===== src/rtl/wvs_pkg.sv =====
package wvs_pkg;
    localparam int REG_W    = 32;
    localparam int FLAG_BIT = 31;

    typedef enum logic {
        LOCK_ONESHOT = 1'b0,
        LOCK_FLAGGED = 1'b1
    } lock_mode_e;
endpackage


===== src/rtl/wvs_decode.sv =====
module wvs_decode
    import wvs_pkg::*;
#(
    parameter int         WAYS  = 4,
    parameter int         WAY_W = 2,
    parameter lock_mode_e MODE  = LOCK_ONESHOT
) (
    input  logic [WAY_W-1:0] way_raw,
    input  logic             flag_bit,
    output logic [WAY_W-1:0] bound_way,
    output logic             force_all
);
    localparam logic [WAY_W-1:0] TOP = WAY_W'(WAYS - 1);

    // Clamp only exists when the way field can name a way that is not built.
    generate
        if (WAYS == (1 << WAY_W)) begin : g_full
            assign bound_way = way_raw;
        end else begin : g_clamp
            assign bound_way = (way_raw > TOP) ? TOP : way_raw;
        end
    endgenerate

    assign force_all = flag_bit & (MODE == LOCK_FLAGGED);
endmodule


===== src/rtl/wvs_pick.sv =====
module wvs_pick #(
    parameter int WAYS  = 4,
    parameter int WAY_W = 2
) (
    input  logic [WAY_W-1:0] ctr,
    input  logic [WAY_W-1:0] bound_way,
    input  logic             force_en,
    output logic [WAY_W-1:0] victim,
    output logic [WAY_W-1:0] ctr_nxt
);
    localparam logic [WAY_W-1:0] TOP = WAY_W'(WAYS - 1);

    always_comb begin
        if (force_en) begin
            victim = bound_way;
        end else if (ctr < bound_way) begin
            victim = bound_way;
        end else begin
            victim = ctr;
        end
        ctr_nxt = (victim >= TOP) ? bound_way : victim + 1'b1;
    end
endmodule


===== src/rtl/way_victim_sel.sv =====
module way_victim_sel
    import wvs_pkg::*;
#(
    parameter int         WAYS  = 4,
    parameter int         WAY_W = (WAYS > 1) ? $clog2(WAYS) : 1,
    parameter int         SETS  = 64,
    parameter lock_mode_e MODE  = LOCK_ONESHOT,
    localparam int        SET_W = (SETS > 1) ? $clog2(SETS) : 1
) (
    input  logic             clk,
    input  logic             rst_n,
    input  logic             reg_wr,
    input  logic [REG_W-1:0] reg_wdata,
    output logic [REG_W-1:0] reg_rdata,
    input  logic             miss_valid,
    input  logic [SET_W-1:0] miss_set,
    output logic [WAY_W-1:0] victim_way
);
    typedef struct packed {
        logic [REG_W-1:0]            lreg;
        logic [SETS-1:0]             pend;
        logic [SETS-1:0][WAY_W-1:0]  ctr;
    } state_t;

    state_t st_d, st_q;

    logic [WAY_W-1:0] bound_way;
    logic             force_all;
    logic             force_en;
    logic [WAY_W-1:0] ctr_nxt;

    wvs_decode #(.WAYS(WAYS), .WAY_W(WAY_W), .MODE(MODE)) u_decode (
        .way_raw   (st_q.lreg[WAY_W-1:0]),
        .flag_bit  (st_q.lreg[FLAG_BIT]),
        .bound_way (bound_way),
        .force_all (force_all)
    );

    assign force_en = (MODE == LOCK_ONESHOT) ? st_q.pend[miss_set] : force_all;

    wvs_pick #(.WAYS(WAYS), .WAY_W(WAY_W)) u_pick (
        .ctr       (st_q.ctr[miss_set]),
        .bound_way (bound_way),
        .force_en  (force_en),
        .victim    (victim_way),
        .ctr_nxt   (ctr_nxt)
    );

    assign reg_rdata = st_q.lreg;

    always_comb begin
        st_d = st_q;
        if (miss_valid) begin
            st_d.ctr[miss_set]  = ctr_nxt;
            st_d.pend[miss_set] = 1'b0;
        end
        if (reg_wr) begin
            st_d.lreg = reg_wdata;
            if (MODE == LOCK_ONESHOT) begin
                st_d.pend = '1;
            end
        end
    end

    always_ff @(posedge clk or negedge rst_n) begin
        if (!rst_n) begin
            st_q <= '0;
        end else begin
            st_q <= st_d;
        end
    end
endmodule


===== config.mk =====
export PLATFORM = sky130hd
export DESIGN_NAME = way_victim_sel
export DESIGN_NICKNAME = d
export VERILOG_FILES = /design/src/rtl/wvs_pkg.sv /design/src/rtl/wvs_decode.sv /design/src/rtl/wvs_pick.sv /design/src/rtl/way_victim_sel.sv
export SDC_FILE = /design/constraint.sdc
export NUM_CORES = 1
export LEC_CHECK = 0
export ABC_AREA = 0
export CAP_MARGIN = 20
export CORE_MARGIN = 2
export CORE_UTILIZATION = 56
export DETAILED_ROUTE_END_ITERATION = 12
export PLACE_DENSITY = 0.76
export SETUP_SLACK_MARGIN = 0.2
export SLEW_MARGIN = 0
export SYNTH_ARGS = -nofsm -noshare
export SYNTH_HDL_FRONTEND = slang
export SYNTH_SLANG_ARGS = --single-unit

===== constraint.sdc =====
create_clock -name clk -period 11.2 [get_ports clk]
set_clock_uncertainty 0.15 [all_clocks]
set_input_delay 2.24 -clock clk [delete_from_list [all_inputs] [get_ports clk]]
set_output_delay 2.24 -clock clk [all_outputs]
set_load 0.005 [all_outputs]

# Yosys cells after proc, flatten, opt, wreduce, memory -nomap -nowiden
# Index checks and enable logic that the tools add are counted.
# classes
bitwise	2
magnitude_cmp	4
n_reduce_logical	2
add_sub_neg	1
n_mux	14
# ops
cell	n
2-to-1 mux 192 bit	1
bitwise mux 128 bit	1
bitwise AND 64 bit	1
2-to-1 mux 64 bit	1
inverter 64 bit	1
binary-select mux 2 bit (select 6 bit)	1
demux 2 bit (select 6 bit)	1
2-to-1 mux 2 bit	5
less-than comparator 6 x 7 -> 1 bit (second input constant)	1
binary-select mux 1 bit (select 6 bit)	1
demux 1 bit (select 6 bit)	1
greater-or-equal comparator 6 x 1 -> 1 bit (second input constant)	1
adder 2 x 1 -> 2 bit (second input constant)	1
greater-or-equal comparator 2 bit (second input constant)	1
less-than comparator 2 bit	1
2-to-1 mux 1 bit	2
nonzero test 2 bit	1
logical AND 1 bit	1
# totals
in_bits	42
ff_bits	224

# Logic depth before layout (Yosys ltp)
# depth
ltp_word	10
mapped_depth	18
ltp_nobuf	14

# By module
# Synthesis repeated with hierarchy kept, for this count alone.
# unflattened
hier_cells	858
area_unflattened_um2	10690.3
# modules_own_cells
module	instances	cells_per_inst	area_each_um2	seq_area_each_um2
way_victim_sel	1	838	10557.6	5605.4
wvs_pick	1	16	106.4	0.0
wvs_decode	1	4	26.3	0.0

# Worst setup path before layout
# Ideal clock, no wire load.
# synth_path
kind	input -> output
startpoint	input port miss_set[2]
endpoint	output port victim_way[0]
slack_ns	4.020
arrival_time_ns	4.790
path_stages	14
path_cell_list	buf_4 > buf_4 > buf_2 > buf_2 > mux2_2 > a221o_1 > o21ai_0 > o21ai_0 > a221oi_1 > nand2_1 > ha_1 > inv_1 > nand2_1 > a32o_1
# synth_between
elab_chain_cells	5
elab_cells_between_ends	7
# synth_rtl
item	line	rtl
from (decl)	way_victim_sel.sv:16	input logic [SET_W-1:0] miss_set,
binary-select mux 2 bit (select 6 bit)	way_victim_sel.sv:42	.ctr (st_q.ctr[miss_set]),
2-to-1 mux 2 bit (not written as such)	way_victim_sel.sv:42	
less-than comparator 2 bit	wvs_pick.sv:16	end else if (ctr < bound_way) begin
2-to-1 mux 2 bit	wvs_pick.sv:16	
2-to-1 mux 2 bit (*)	wvs_pick.sv:14	if (force_en) begin
to (decl)	way_victim_sel.sv:17	output logic [WAY_W-1:0] victim_way
# Every way passes the cells marked *; elsewhere a longest branch is shown, timed or not. The select of a mux whose other input is x is not followed.

# Worst setup path after layout
# layout_path
startpoint	input port miss_set[0]
endpoint	output port victim_way[0]
# Same word-level chain as after synthesis.

==> impl_metrics.tcl <==
set metrics [dict create \
    cp-end-kind "primary output" \
    maxSlewViolCount 0 \
    ant_nets 0 \
    die_w_um 143.8 \
    drtIter0Drc 769 \
    io_pins 76 \
    core_um2 19330 \
    dpl.hpwl_mm 17.43 \
    synth_area_leaders "dfrtp_1, mux2_2, a41oi_2, nor2_1, o21ai_0" \
    timing.setup.tns_ns 0 \
    max-vdd-ir-drop_uv 126.2 \
    synthArstFlopShare_pct 100.0 \
    dr_total_vias 8289 \
    reg2regPathDepth 13 \
    n_antenna_cell 0 \
    syn_avg_cell_area_um2 10.64 \
    ys.warnings.count 0 \
    mostFrequentLayoutCells "dfrtp_1, nor2_1, nand2_1, o21ai_0, a21oi_1" \
    ys.flop_type "dfrtp_1" \
    wl_per_cell_um 21.85 \
    synth_compound_area_share_pct 21.41 \
    rrSetupSlack_ns 7.06 \
    powerDensity_nw_per_um2 177.2 \
    max_clock_freq_ghz 0.1190 \
    clockRootBuffer "clkbuf_16" \
    grt_pass1_vias 8291 \
    synth_edf_count 0 \
    antenna_found_initial 0 \
    critPathMaxStageDelay_ns 0.66 \
    synth_top_area_share_pct 51.25 \
    crit_type "primary input to primary output" \
    syn_area_um2 10940 \
    grt_pass1_wl_mm 45.40 \
    synthMuxAreaShare_pct 9.552 \
    grt_use_total_pct 28.31 \
    crit_path_start_kind "primary input" \
    cellLeakagePower_nw 4.766 \
    cpLargestDelayFamily "buffers and inverters" \
    synth-seq-cells 224 \
    dr.pass1.iters 5 \
    synth-xor-area-share_pct 0 \
    fin_hold_ws_ns 0.3261 \
    drive_gt1_share_pct 16.27 \
    grt-ovfl-total 0 \
    post-route-period-util_pct 75.03 \
    rsz0062_at_grt "no" \
    syn_nets 1072 \
    critPathBufInv 4 \
    syn_inst 1028 \
    setup_violations 0 \
    status "completed" \
    layout.nets 1071 \
    crit_end "victim_way[0]" \
    crit_path_max_fanout 38 \
    grt_max_degree 98 \
    whs_path_depth 1 \
    routed_wl_mm 28.63 \
    clk_latency_ns 0.52 \
    hp-class "flip-flop to flip-flop" \
    area_growth_pct 12.72 \
    crit_arrival_ns 6.01 \
    worstPathCellList "buf_2 -> inv_1 -> a221o_1 -> o21ai_0 -> o21ai_0 -> a221oi_1 -> nand2_1 -> ha_1 -> inv_1 -> nand2_1 -> a32o_1 -> clkdlybuf4s50_1" \
    fp.dieArea_um2 20670 \
    cts_inserted_buffers 24 \
    numPortBuffers 75 \
    postCtsResizedCells 0 \
    synth_top_family_by_area "compound AO/OA/AOI/OAI gates" \
    period_needed_ns 8.403 \
    globalplace.congestion 0.9804 \
    worstSetupPathDepth 12 \
    cts_tree "done" \
    yosys.area_share.adder_pct 0.2288 \
    drc 0 \
    viasPerCell 6.327 \
    slew_headroom_pct 22.98 \
    finalHoldViolCount 0 \
    final_common_cell "dfrtp_1" \
    rows 51 \
    cts_sinks 224 \
    clockBufferDepth 3 \
    post_cts.repair.setup_buffers 0 \
    ctsHoldBuffers 0 \
    clk_pin_slew_worst_paths_ns 0.06 \
    fillCellCount 1504 \
    cp_slowest_cell "buf_2" \
    synthSimpleGateAreaFrac_pct 11.11 \
    yosysUniqueCellTypes 57 \
    initial_utilization_pct 56.57 \
    yosysSeqAreaShare_pct 51.25 \
    crit_required_ns 8.81 \
    die_h_um 143.8 \
    worst_pin_slew_ns 1.149 \
    max_cap_violations 0 \
    critical_path.startpoint "miss_set[0]" \
    yosysTopAreaCell "dfrtp_1" \
    h-tree-depth 1 \
]
## metal layers
metal	GRT usage (%)	up-vias	part of all wire, %
met1	40.25	4109	42
met4	10.58	0	3.8
li1	-	3677	-
met5	0	-	0
met3	6.098	94	9.1
met2	42.96	409	45
## cell usage after synthesis (all sizes together), types with 4 or more instances
cell type / n
mux4: 11
nand2b: 34
dfrtp: 224
mux2: 50
a21o: 33
nand2: 88
mux2i: 23
a22o: 5
nor3: 5
nor2: 110
a41oi: 33
nand3: 8
a31oi: 33
a22oi: 20
o22ai: 6
clkbuf: 50
inv: 7
a221o: 5
a21oi: 74
buf: 67
and2: 4
o21ai: 78
nor2b: 5
o2bb2ai: 4
and3b: 4
a221oi: 17
## layout make-up
type | count | area (um2) | area share (%)
flip-flops and latches | 224 | 5605 | 45.46
multi-input cells | 680 | 4682 | 37.97
repair buffers | 90 | 857.1 | 6.952
clock buffers | 36 | 757.0 | 6.140
well taps | 265 | 331.6 | 2.689
clock inverters | 8 | 70.07 | 0.5683
inverters | 7 | 26.28 | 0.2131
## worst min path at each step
stage,startpoint,to,slack [ns]
2_1_floorplan,flip-flop,flip-flop,0.29
3_5_place_dp,st_q[137],st_q[137],0.31
4_1_cts,st_q[137],st_q[137],0.33
3_3_place_gp,st_q[172],st_q[172],0.30
5_1_grt,st_q[161],st_q[161],0.34
6_report,st_q[172],st_q[172],0.33
## cell families (layout without fill, tap and decap cells)
group / count (synthesis) / count (layout)
flops: 224 / 224
simple gates: 271 / 271
compound gates: 323 / 323
buf+inv: 124 / 141
fa+ha+maj: 2 / 2
mux: 84 / 84
## where the power goes
part	leakage (nW)	internal [mW]	switching, mW
registers	2.57	0.918	0.0718
clock network	0.409	0.489	0.323
logic	1.79	0.161	0.221
## per-stage QoR
step | instances | setup WS, ns | total power, mW | utilization (%) | cell area [um2]
after CTS | 1308 | 2.838 | 2.188 | 63.66 | 12310
after floorplan | 1028 | 4.020 | 1.254 | - | 10940
after detailed placement | 1264 | 2.875 | 1.379 | 59.38 | 11480
after global routing | 1310 | 2.579 | 2.273 | 63.77 | 12330
final | 1310 | 2.797 | 2.184 | 63.77 | 12330
after global placement | 1264 | 2.914 | 1.366 | 59.38 | 11480
Note: power is estimated with default switching activity, not from simulation.
